==> src/rtl/cbf_pkg.sv <==
package cbf_pkg;
   typedef enum logic [1:0] {
      OP_TEST     = 2'd0,
      OP_ADD      = 2'd1,
      OP_REMOVE   = 2'd2,
      OP_TEST_ALT = 2'd3
   } cbf_op_e;

   localparam logic [15:0] CRC_POLY  = 16'h1021;
   localparam logic [15:0] CRC_SEED  = 16'hFFFF;
   localparam logic [15:0] SEED_STEP = 16'h2F35;

   function automatic logic is_update(input logic [1:0] op);
      return (op == OP_ADD) || (op == OP_REMOVE);
   endfunction
endpackage

==> src/rtl/cbf_hash.sv <==
module cbf_hash #(
   parameter int KEY_W = 16,
   parameter int NHASH = 3,
   parameter int IDX_W = 8
) (
   input  logic [KEY_W-1:0]            key,
   output logic [NHASH-1:0][IDX_W-1:0] pos
);
   import cbf_pkg::*;

   function automatic logic [15:0] crc_run(input logic [15:0] seed, input logic [KEY_W-1:0] k);
      logic [15:0] r;
      logic        fb;
      r = seed;
      for (int b = KEY_W - 1; b >= 0; b--) begin
         fb = r[15] ^ k[b];
         r  = {r[14:0], 1'b0};
         if (fb) r = r ^ CRC_POLY;
      end
      return r;
   endfunction

   for (genvar j = 0; j < NHASH; j++) begin : g_lane
      localparam logic [15:0] SEED = CRC_SEED ^ 16'(j * SEED_STEP);
      logic [15:0] crc;
      assign crc    = crc_run(SEED, key);
      assign pos[j] = crc[IDX_W-1:0];
   end
endmodule

==> src/rtl/cbf_cnt_bank.sv <==
module cbf_cnt_bank #(
   parameter int NPOS  = 256,
   parameter int IDX_W = 8,
   parameter int CNT_W = 3,
   parameter int CW    = (CNT_W == 0) ? 1 : CNT_W
) (
   input  logic             clk,
   input  logic             rst_n,
   input  logic             we,
   input  logic [IDX_W-1:0] idx,
   input  logic [CW-1:0]    wdata,
   output logic [CW-1:0]    rdata
);
   if (CNT_W > 0) begin : g_store
      logic [CW-1:0] mem [NPOS];
      always_ff @(posedge clk) begin
         if (!rst_n) begin
            for (int i = 0; i < NPOS; i++) mem[i] <= '0;
         end else if (we) begin
            mem[idx] <= wdata;
         end
      end
      assign rdata = mem[idx];
   end else begin : g_none
      logic unused;
      assign unused = clk ^ rst_n ^ we ^ (^idx) ^ (^wdata);
      assign rdata  = '0;
   end
endmodule

==> src/rtl/cbf_bitvec.sv <==
module cbf_bitvec #(
   parameter int NPOS  = 256,
   parameter int IDX_W = 8,
   parameter int NHASH = 3,
   parameter int OCC_W = 9
) (
   input  logic                        clk,
   input  logic                        rst_n,
   input  logic                        set_en,
   input  logic                        clr_en,
   input  logic [IDX_W-1:0]            wr_idx,
   input  logic [NHASH-1:0][IDX_W-1:0] rd_idx,
   output logic [NHASH-1:0]            rd_bits,
   output logic                        upd_bit,
   output logic [OCC_W-1:0]            occ
);
   logic [NPOS-1:0] bits;

   always_ff @(posedge clk) begin
      if (!rst_n) begin
         bits <= '0;
         occ  <= '0;
      end else if (set_en && !bits[wr_idx]) begin
         bits[wr_idx] <= 1'b1;
         occ          <= occ + 1'b1;
      end else if (clr_en && bits[wr_idx]) begin
         bits[wr_idx] <= 1'b0;
         occ          <= occ - 1'b1;
      end
   end

   assign upd_bit = bits[wr_idx];

   for (genvar j = 0; j < NHASH; j++) begin : g_rd
      assign rd_bits[j] = bits[rd_idx[j]];
   end
endmodule

==> src/rtl/cbf_ctrl.sv <==
module cbf_ctrl #(
   parameter int NHASH = 3,
   parameter int IDX_W = 8,
   parameter int CNT_W = 3,
   parameter int CW    = (CNT_W == 0) ? 1 : CNT_W
) (
   input  logic                        clk,
   input  logic                        rst_n,
   input  logic                        cmd_valid,
   input  logic [1:0]                  cmd_op,
   input  logic [NHASH-1:0][IDX_W-1:0] pos_in,
   input  logic [NHASH-1:0]            q_bits,
   input  logic [CW-1:0]               cur_cnt,
   input  logic                        cur_bit,
   output logic                        cmd_ready,
   output logic                        res_valid,
   output logic                        res_hit,
   output logic [IDX_W-1:0]            wr_idx,
   output logic                        cnt_we,
   output logic [CW-1:0]               cnt_wdata,
   output logic                        bit_set,
   output logic                        bit_clr,
   output logic                        underflow_err
);
   import cbf_pkg::*;

   localparam int STEP_W = (NHASH > 1) ? $clog2(NHASH) : 1;
   localparam logic [CW-1:0] MAXC = CW'((1 << CNT_W) - 1);
   localparam logic [STEP_W-1:0] LAST = STEP_W'(NHASH - 1);

   logic                        busy;
   logic                        is_rm;
   logic [STEP_W-1:0]           step;
   logic [NHASH-1:0][IDX_W-1:0] pos_q;
   logic                        err_now;

   assign cmd_ready = !busy;
   assign wr_idx    = pos_q[step];

   always_comb begin
      cnt_we    = 1'b0;
      cnt_wdata = cur_cnt;
      bit_set   = 1'b0;
      bit_clr   = 1'b0;
      err_now   = 1'b0;
      if (busy) begin
         if (CNT_W == 0) begin
            if (!is_rm)       bit_set = !cur_bit;
            else if (cur_bit) bit_clr = 1'b1;
            else              err_now = 1'b1;
         end else if (!is_rm) begin
            if (cur_cnt != MAXC) begin
               cnt_we    = 1'b1;
               cnt_wdata = cur_cnt + 1'b1;
               bit_set   = (cur_cnt == '0);
            end
         end else begin
            if (cur_cnt == '0) begin
               err_now = 1'b1;
            end else if (cur_cnt != MAXC) begin
               cnt_we    = 1'b1;
               cnt_wdata = cur_cnt - 1'b1;
               bit_clr   = (cur_cnt == CW'(1));
            end
         end
      end
   end

   always_ff @(posedge clk) begin
      if (!rst_n) begin
         busy          <= 1'b0;
         is_rm         <= 1'b0;
         step          <= '0;
         pos_q         <= '0;
         res_valid     <= 1'b0;
         res_hit       <= 1'b0;
         underflow_err <= 1'b0;
      end else begin
         res_valid <= 1'b0;
         if (!busy) begin
            if (cmd_valid) begin
               if (is_update(cmd_op)) begin
                  busy  <= 1'b1;
                  is_rm <= (cmd_op == OP_REMOVE);
                  step  <= '0;
                  pos_q <= pos_in;
               end else begin
                  res_valid <= 1'b1;
                  res_hit   <= &q_bits;
               end
            end
         end else begin
            if (err_now) underflow_err <= 1'b1;
            if (step == LAST) busy <= 1'b0;
            else              step <= step + 1'b1;
         end
      end
   end
endmodule

==> src/rtl/cbf_filter.sv <==
module cbf_filter #(
   parameter int KEY_W   = 16,
   parameter int NPOS    = 256,
   parameter int NHASH   = 3,
   parameter int CNT_W   = 3,
   parameter int OCC_PCT = 60
) (
   input  logic                        clk,
   input  logic                        rst_n,
   input  logic                        cmd_valid,
   output logic                        cmd_ready,
   input  logic [1:0]                  cmd_op,
   input  logic [KEY_W-1:0]            cmd_key,
   output logic                        res_valid,
   output logic                        res_hit,
   output logic [$clog2(NPOS+1)-1:0]   occ_count,
   output logic                        rebuild_flag,
   output logic                        underflow_err
);
   localparam int IDX_W = $clog2(NPOS);
   localparam int OCC_W = $clog2(NPOS + 1);
   localparam int CW    = (CNT_W == 0) ? 1 : CNT_W;

   if ((NPOS & (NPOS - 1)) != 0 || NPOS < 2) begin : g_bad_npos
      $error("NPOS must be a power of two of at least 2");
   end
   if (IDX_W > 16) begin : g_bad_idx
      $error("table index wider than the 16-bit hash");
   end
   if (NHASH < 1) begin : g_bad_nhash
      $error("NHASH must be at least 1");
   end
   if (CNT_W < 0 || CNT_W > 8) begin : g_bad_cnt
      $error("CNT_W must lie in 0..8");
   end
   if (OCC_PCT < 1 || OCC_PCT > 99) begin : g_bad_pct
      $error("OCC_PCT must lie in 1..99");
   end

   logic [NHASH-1:0][IDX_W-1:0] pos;
   logic [NHASH-1:0]            q_bits;
   logic [IDX_W-1:0]            wr_idx;
   logic                        cnt_we, bit_set, bit_clr, cur_bit;
   logic [CW-1:0]               cnt_wdata, cur_cnt;

   cbf_hash #(.KEY_W(KEY_W), .NHASH(NHASH), .IDX_W(IDX_W)) u_hash (
      .key (cmd_key),
      .pos (pos)
   );

   cbf_cnt_bank #(.NPOS(NPOS), .IDX_W(IDX_W), .CNT_W(CNT_W), .CW(CW)) u_cnt (
      .clk   (clk),
      .rst_n (rst_n),
      .we    (cnt_we),
      .idx   (wr_idx),
      .wdata (cnt_wdata),
      .rdata (cur_cnt)
   );

   cbf_bitvec #(.NPOS(NPOS), .IDX_W(IDX_W), .NHASH(NHASH), .OCC_W(OCC_W)) u_bits (
      .clk     (clk),
      .rst_n   (rst_n),
      .set_en  (bit_set),
      .clr_en  (bit_clr),
      .wr_idx  (wr_idx),
      .rd_idx  (pos),
      .rd_bits (q_bits),
      .upd_bit (cur_bit),
      .occ     (occ_count)
   );

   cbf_ctrl #(.NHASH(NHASH), .IDX_W(IDX_W), .CNT_W(CNT_W), .CW(CW)) u_ctrl (
      .clk           (clk),
      .rst_n         (rst_n),
      .cmd_valid     (cmd_valid),
      .cmd_op        (cmd_op),
      .pos_in        (pos),
      .q_bits        (q_bits),
      .cur_cnt       (cur_cnt),
      .cur_bit       (cur_bit),
      .cmd_ready     (cmd_ready),
      .res_valid     (res_valid),
      .res_hit       (res_hit),
      .wr_idx        (wr_idx),
      .cnt_we        (cnt_we),
      .cnt_wdata     (cnt_wdata),
      .bit_set       (bit_set),
      .bit_clr       (bit_clr),
      .underflow_err (underflow_err)
   );

   assign rebuild_flag = (32'(occ_count) * 100) > (NPOS * OCC_PCT);
endmodule

==> config.mk <==
export PLATFORM = sky130hd
export DESIGN_NAME = cbf_filter
export DESIGN_NICKNAME = d
export VERILOG_FILES = /design/src/rtl/cbf_pkg.sv /design/src/rtl/cbf_hash.sv /design/src/rtl/cbf_cnt_bank.sv /design/src/rtl/cbf_bitvec.sv /design/src/rtl/cbf_ctrl.sv /design/src/rtl/cbf_filter.sv
export SDC_FILE = /design/constraint.sdc
export NUM_CORES = 2
export LEC_CHECK = 0
export BUFFER_PORTS_ARGS = -buffer_cell sky130_fd_sc_hd__buf_2
export CAP_MARGIN = 25
export CORE_UTILIZATION = 35
export DETAILED_ROUTE_END_ITERATION = 12
export GPL_TIMING_DRIVEN = 0
export HOLD_SLACK_MARGIN = 0.06
export PLACE_DENSITY = 0.56
export SLEW_MARGIN = 15
export SYNTH_ARGS = -nofsm -noshare
export SYNTH_HDL_FRONTEND = slang
export SYNTH_HIERARCHICAL = 1
export SYNTH_SLANG_ARGS = --single-unit
==> constraint.sdc <==
create_clock -name clk -period 12.7 [get_ports clk]
set_clock_uncertainty 0.05 [all_clocks]
set_input_delay 2.54 -clock clk [delete_from_list [all_inputs] [get_ports clk]]
set_output_delay 2.54 -clock clk [all_outputs]
set_load 0.05 [all_outputs]
# [Word level (Yosys, flattened, before mapping)]
# Memories as Yosys holds them, arrays and structs flattened.
# Index checks and enable logic that the tools add are counted.
[word_totals] regBits=296 latchBits=0 ramBits=768 rom_bits=0 in_bits=21 output_inout_bits=14 wordCells=244 memories=1
[memory_table] memory="u_cnt.g_store.mem" words=256 width=3 rd=1 rd_clocked_by_memory_dff=0 write_ports=256 line_no="cbf_cnt_bank.sv:15" source="logic [CW-1:0] mem [NPOS];"
[op_classes] add_sub_neg=5 mul=1 div_mod_pow=0 magnitude_cmp=7 n_eq_ne=6 shifts=0 n_mux=99 bitwise_logic=97 n_reduce_logical=17
[op_table] op="two-way mux 256 bit" count=2
[op_table] op="two-way mux 13 bit" count=36
[op_table] op="bitwise AND 256 bit" count=1
[op_table] op="inverter 256 bit" count=1
[op_table] op="bitwise OR 256 bit" count=1
[op_table] op="inverter 3 bit" count=33
[op_table] op="two-way mux 6 bit" count=9
[op_table] op="< comparator 8 x 9 -> 1 bit (second input constant)" count=4
[op_table] op="bitwise XOR 1 bit" count=36
[op_table] op="binary-select mux 1 bit (select 8 bit)" count=4
[op_table] op="two-way mux 1 bit" count=32
[op_table] op="two-way mux 3 bit" count=6
[op_table] op="two-way mux 9 bit" count=2
[op_table] op="inverter 2 bit" count=9
[op_table] op="binary-select mux 8 bit (select 2 bit)" count=1
[op_table] op="greater-than comparator 16 x 14 -> 1 bit (second input constant)" count=1
[op_table] op="two-way mux 8 bit" count=2
[op_table] op="multiplier 9 x 5 -> 14 bit (second input constant)" count=1
[op_table] op="AND reduction 3 bit" count=4
[op_table] op="adder 9 x 1 -> 9 bit (second input constant)" count=1
[op_table] op="subtractor 9 x 1 -> 9 bit (second input constant)" count=1
[op_table] op="bitwise XOR 1 bit (first input constant)" count=9
[op_table] op="demux 1 bit (select 8 bit)" count=1
[op_table] op="greater-or-equal comparator 8 x 1 -> 1 bit (second input constant)" count=1
[op_table] op="19 further kinds" count=34

# [Depth between registers and ports, before layout]
[depth] word_depth=32 depth_mapped=30 depth_no_buf=25

# [Cells and area by module]
# The synthesis kept the hierarchy.
[modules_own_cells] module="cbf_cnt_bank" instances=1 cells_each=2842 area_per_inst_um2=37031.8 seq_area_each_um2=23062.1
[modules_own_cells] module="cbf_bitvec" instances=1 cells_each=1562 area_per_inst_um2=19276.0 seq_area_each_um2=5305.1
[modules_own_cells] module="cbf_ctrl" instances=1 cells_each=190 area_per_inst_um2=1517.7 seq_area_each_um2=620.6
[modules_own_cells] module="cbf_filter" instances=1 cells_each=99 area_per_inst_um2=888.4 seq_area_each_um2=0.0
[modules_own_cells] module="cbf_hash" instances=1 cells_each=34 area_per_inst_um2=500.5 seq_area_each_um2=0.0

# [Worst setup path after synthesis]
# OpenSTA, ideal clock, no wires.
[synth_path] path_kind="input to register" from="in cmd_key[8]" to="reg u_ctrl.res_hit" setup_ns=0.128 arrival_time_ns=6.446 required_ns=12.522 path_slack_ns=6.077 path_stages=12 path_buffers=3 cell_sequence="xnor3_1 -> buf_6 -> xnor2_1 -> clkbuf_1 -> buf_1 -> mux4_2 -> mux4_2 -> mux4_2 -> mux4_2 -> and3_1 -> mux2i_1 -> nor2_1"
[synth_rtl] item="start: declaration" line_no="cbf_filter.sv:13" source="input logic [KEY_W-1:0] cmd_key,"
[synth_rtl] item="end signal: assignment" line_no="cbf_ctrl.sv:89" source="res_hit <= &q_bits;"
[synth_rtl] item="end: declaration" line_no="cbf_ctrl.sv:17" source="output logic res_hit,"

==> flow_summary_export.csv <==
group,metric,value,unit
drt,ant_nets,0,
sta,slew_viol_final,0,
global_route,grt_pass1_vias,46300,
final_layout,drive_gt1_share,20.3,%
place,port_buffers,33,
final_layout,fillers,15900,
worst_setup_path,path_delay_family,"buffers and inverters",
clocking,cts_root_buf,"clkbuf_16",
sta,finalSetupViolCount,0,
worst_setup_path,worst_setup_path_end_kind,"register",
synth,synth_top_area_share,38.9,%
global_route,grt.overflow.total,0,
die,die_y,413,µm
sta,hold_viol_final,0,
pwr,peakVddDrop,0.130,mV
final_layout,fin_area,67000,µm²
job,drv_cap,0,
sta,period_share,82.6,%
global_route,grt.total_usage,31.5,%
drt,dr.first_iter.drc_count,9208,
pwr,p_sw_share,34.4,%
place,dpl-instance-area,63000,µm²
final_layout,fin_util,40.0,%
synth,synth_cell_types,82,
clocking,post_cts_resize_count,0,
worst_setup_path,cp.arrival,10870,ps
clocking,insertion_delay,800,ps
clocking,ctsLongestPathBuffers,3,
pwr,power_frac_comb,25.5,%
global_route,grt_start_max_net_pins,18,
pwr,p_seq_share,39.5,%
synth,synth_area_leader_cell,"edfxtp_1",
clocking,clk_pin_slew,60,ps
drt,wl_per_cell,37.6,µm
worst_setup_path,crit_top_cell,"clkbuf_1",
die,core,168000,µm²
drt,wirelength,273000,µm
clocking,cts_tree,"built",
synth,synth_cells,4727,
global_route,antenna_found_initial,33,
sta,max_slew_margin,10.6,%
die,ioPinCount,35,
pwr,power_density,145,nW/µm²
place,place_congestion,1.04,
synth,ys_ff_latch,1064,
sta,worst_pin_slew,1340,ps
worst_setup_path,max_stage_delay,940,ps
global_route,grt_pass1_wl,372000,µm
place,dp_hpwl,193000,µm
pwr,p_sw,3.35,mW
sta,clock.fmax,95.3,MHz
drt,vias_per_cell,6.75,
worst_setup_path,crit_buf_inv,9,
min_path,min_path_type,"register to register",
synth,yosys_warnings,6,
clocking,cts-buffers-inserted,116,
sta,finalCriticalPeriod,10490,ps
worst_setup_path,cp-start-kind,"register",
final_layout,final_common_cell,"and3_1",
pwr,power,9.74,mW
worst_setup_path,cp_max_fo,10,
pwr,pwr-share-clk,35.0,%
pwr,internal-power,6.39,mW
synth,syn_avg_cell_area,12.5,µm²
clocking,htreeDepth,3,
synth,synth_enable_flop_cells,768,
sta,rsz0062_at_grt,"no",
die,fp.dieArea,171000,µm²
synth,synth_area_leaders,"edfxtp_1, mux4_2, dfxtp_1",
synth,synth_seq_area_share,49.0,%
die,start_util,35.3,%
run_status,outcome,"complete, no violations",
pwr,p_leak,25.3,nW
synth,syn_nets,4799,
drt,vias,49100,
drt,drt_pass1_iterations,9,
synth,synthFlopType,"edfxtp_1",
clocking,post_cts_buffers,0,
die,die_x,413,µm
final_layout,final_cell_mix,"and3_1, edfxtp_1, nand2_1",
die,rows,150,
synth,synth_area,59200,µm²
clocking,ctsHoldBuffers,0,
sta,setup-tns-final,0,ps
clocking,cts_sinks,1064,
final_layout,nets,5027,
synth,async_flop_share,0,%
drt,drc_errors,0,
final_layout,synthToLayoutAreaGrowth,13.2,%
worst_setup_path,cpMaxStageDelayCell,"nor2_2",
worst_setup_path,critical_path_class,"register to register",
worst_setup_path,required,13080,ps
-- final timing paths --
check	startpoint	to	slack, ps	depth (start not counted)
min reg2reg	u_ctrl/pos_q[8]$_SDFFE_PN0P_	u_ctrl/pos_q[8]$_SDFFE_PN0P_	400	2
max reg2reg	u_ctrl/step[1]$_SDFFE_PN0P_	u_cnt/g_store.mem[108][1]$_SDFFCE_PN0P_	2210	26
min	u_ctrl/pos_q[8]$_SDFFE_PN0P_	u_ctrl/pos_q[8]$_SDFFE_PN0P_	400	2
max	u_ctrl/step[1]$_SDFFE_PN0P_	u_cnt/g_store.mem[108][1]$_SDFFCE_PN0P_	2210	26
-- synthesized netlist by cell type, drive strengths merged, types with 4 or more instances --
master,n
a21boi,8
a211oi,4
fa,5
buf,141
xnor2,18
a22oi,112
nor2,47
xnor3,11
xor2,11
nor2b,14
inv,36
ha,46
edfxtp,768
o21ai,15
dfxtp,296
mux4,501
mux2i,45
mux2,7
nand3,38
o221a,256
a21oi,91
nor3b,6
clkbuf,480
o22ai,13
a31oi,6
nor3,269
or2,8
and3,773
and2,5
nand2b,18
nand2,630
nor4,13
nand4,4
-- layout make-up --
type / instances / area, µm² / share of cell area, %
antenna: 13 / 32.5 / 0.0485
buffer: 621 / 2770 / 4.13
clock buffer: 150 / 3170 / 4.72
clock inverter: 67 / 616 / 0.918
inverter: 36 / 135 / 0.202
multi-input combinational: 3006 / 27400 / 40.9
sequential: 1064 / 29000 / 43.2
tap: 2204 / 2760 / 4.11
timing repair buffer: 110 / 1150 / 1.72
-- cell families after synthesis --
| kind of cell | after synthesis | share of synthesized area [%] |
|---|---|---|
| AND/OR/NAND/NOR | 1839 | 16.3 |
| flip-flops | 1064 | 49.0 |
| buffers and inverters | 657 | 4.79 |
| multiplexers | 553 | 20.0 |
| AO/OA/AOI/OAI | 521 | 7.83 |
| adder cells (fa/ha/maj) | 51 | 1.14 |
| XOR/XNOR | 42 | 0.970 |
-- metrics by stage --
step / setup slack [ps] / std cells / hold WS [ps]
finish: 2210 / 7271 / 403
global route: 2440 / 7260 / 420
CTS: 2880 / 7237 / 404
detailed placement: 2870 / 7020 / 397
global placement: 2040 / 6964 / 393
floorplan: 6080 / 4727 / 386
-- power by group through the flow --
| stage | Clock, mW | Combinational (mW) | Sequential (mW) |
|---|---|---|---|
| 2_1_floorplan | 0 | 1.30 | 3.92 |
| 5_1_grt | 3.56 | 2.49 | 3.85 |
| 3_3_place_gp | 0 | 2.26 | 3.92 |
| 3_5_place_dp | 0 | 2.31 | 3.92 |
| 6_report | 3.41 | 2.48 | 3.85 |
| 4_1_cts | 3.44 | 2.31 | 3.85 |
-- tightest hold or removal path, cell delays in order, from the launching register on --
cell     delay, ps
dfxtp_1        300
nand2_1         50
a21oi_1         50
-- per-layer routing --
layer	GRT usage [%]	share of wire, %	up-vias
met5	0	0.076	-
met4	21.6	8.7	22
met3	12.3	15	1216
met2	46.6	43	4431
met1	37.6	34	24400
li1	-	-	19000
Note: power is estimated with default switching activity, not from simulation.
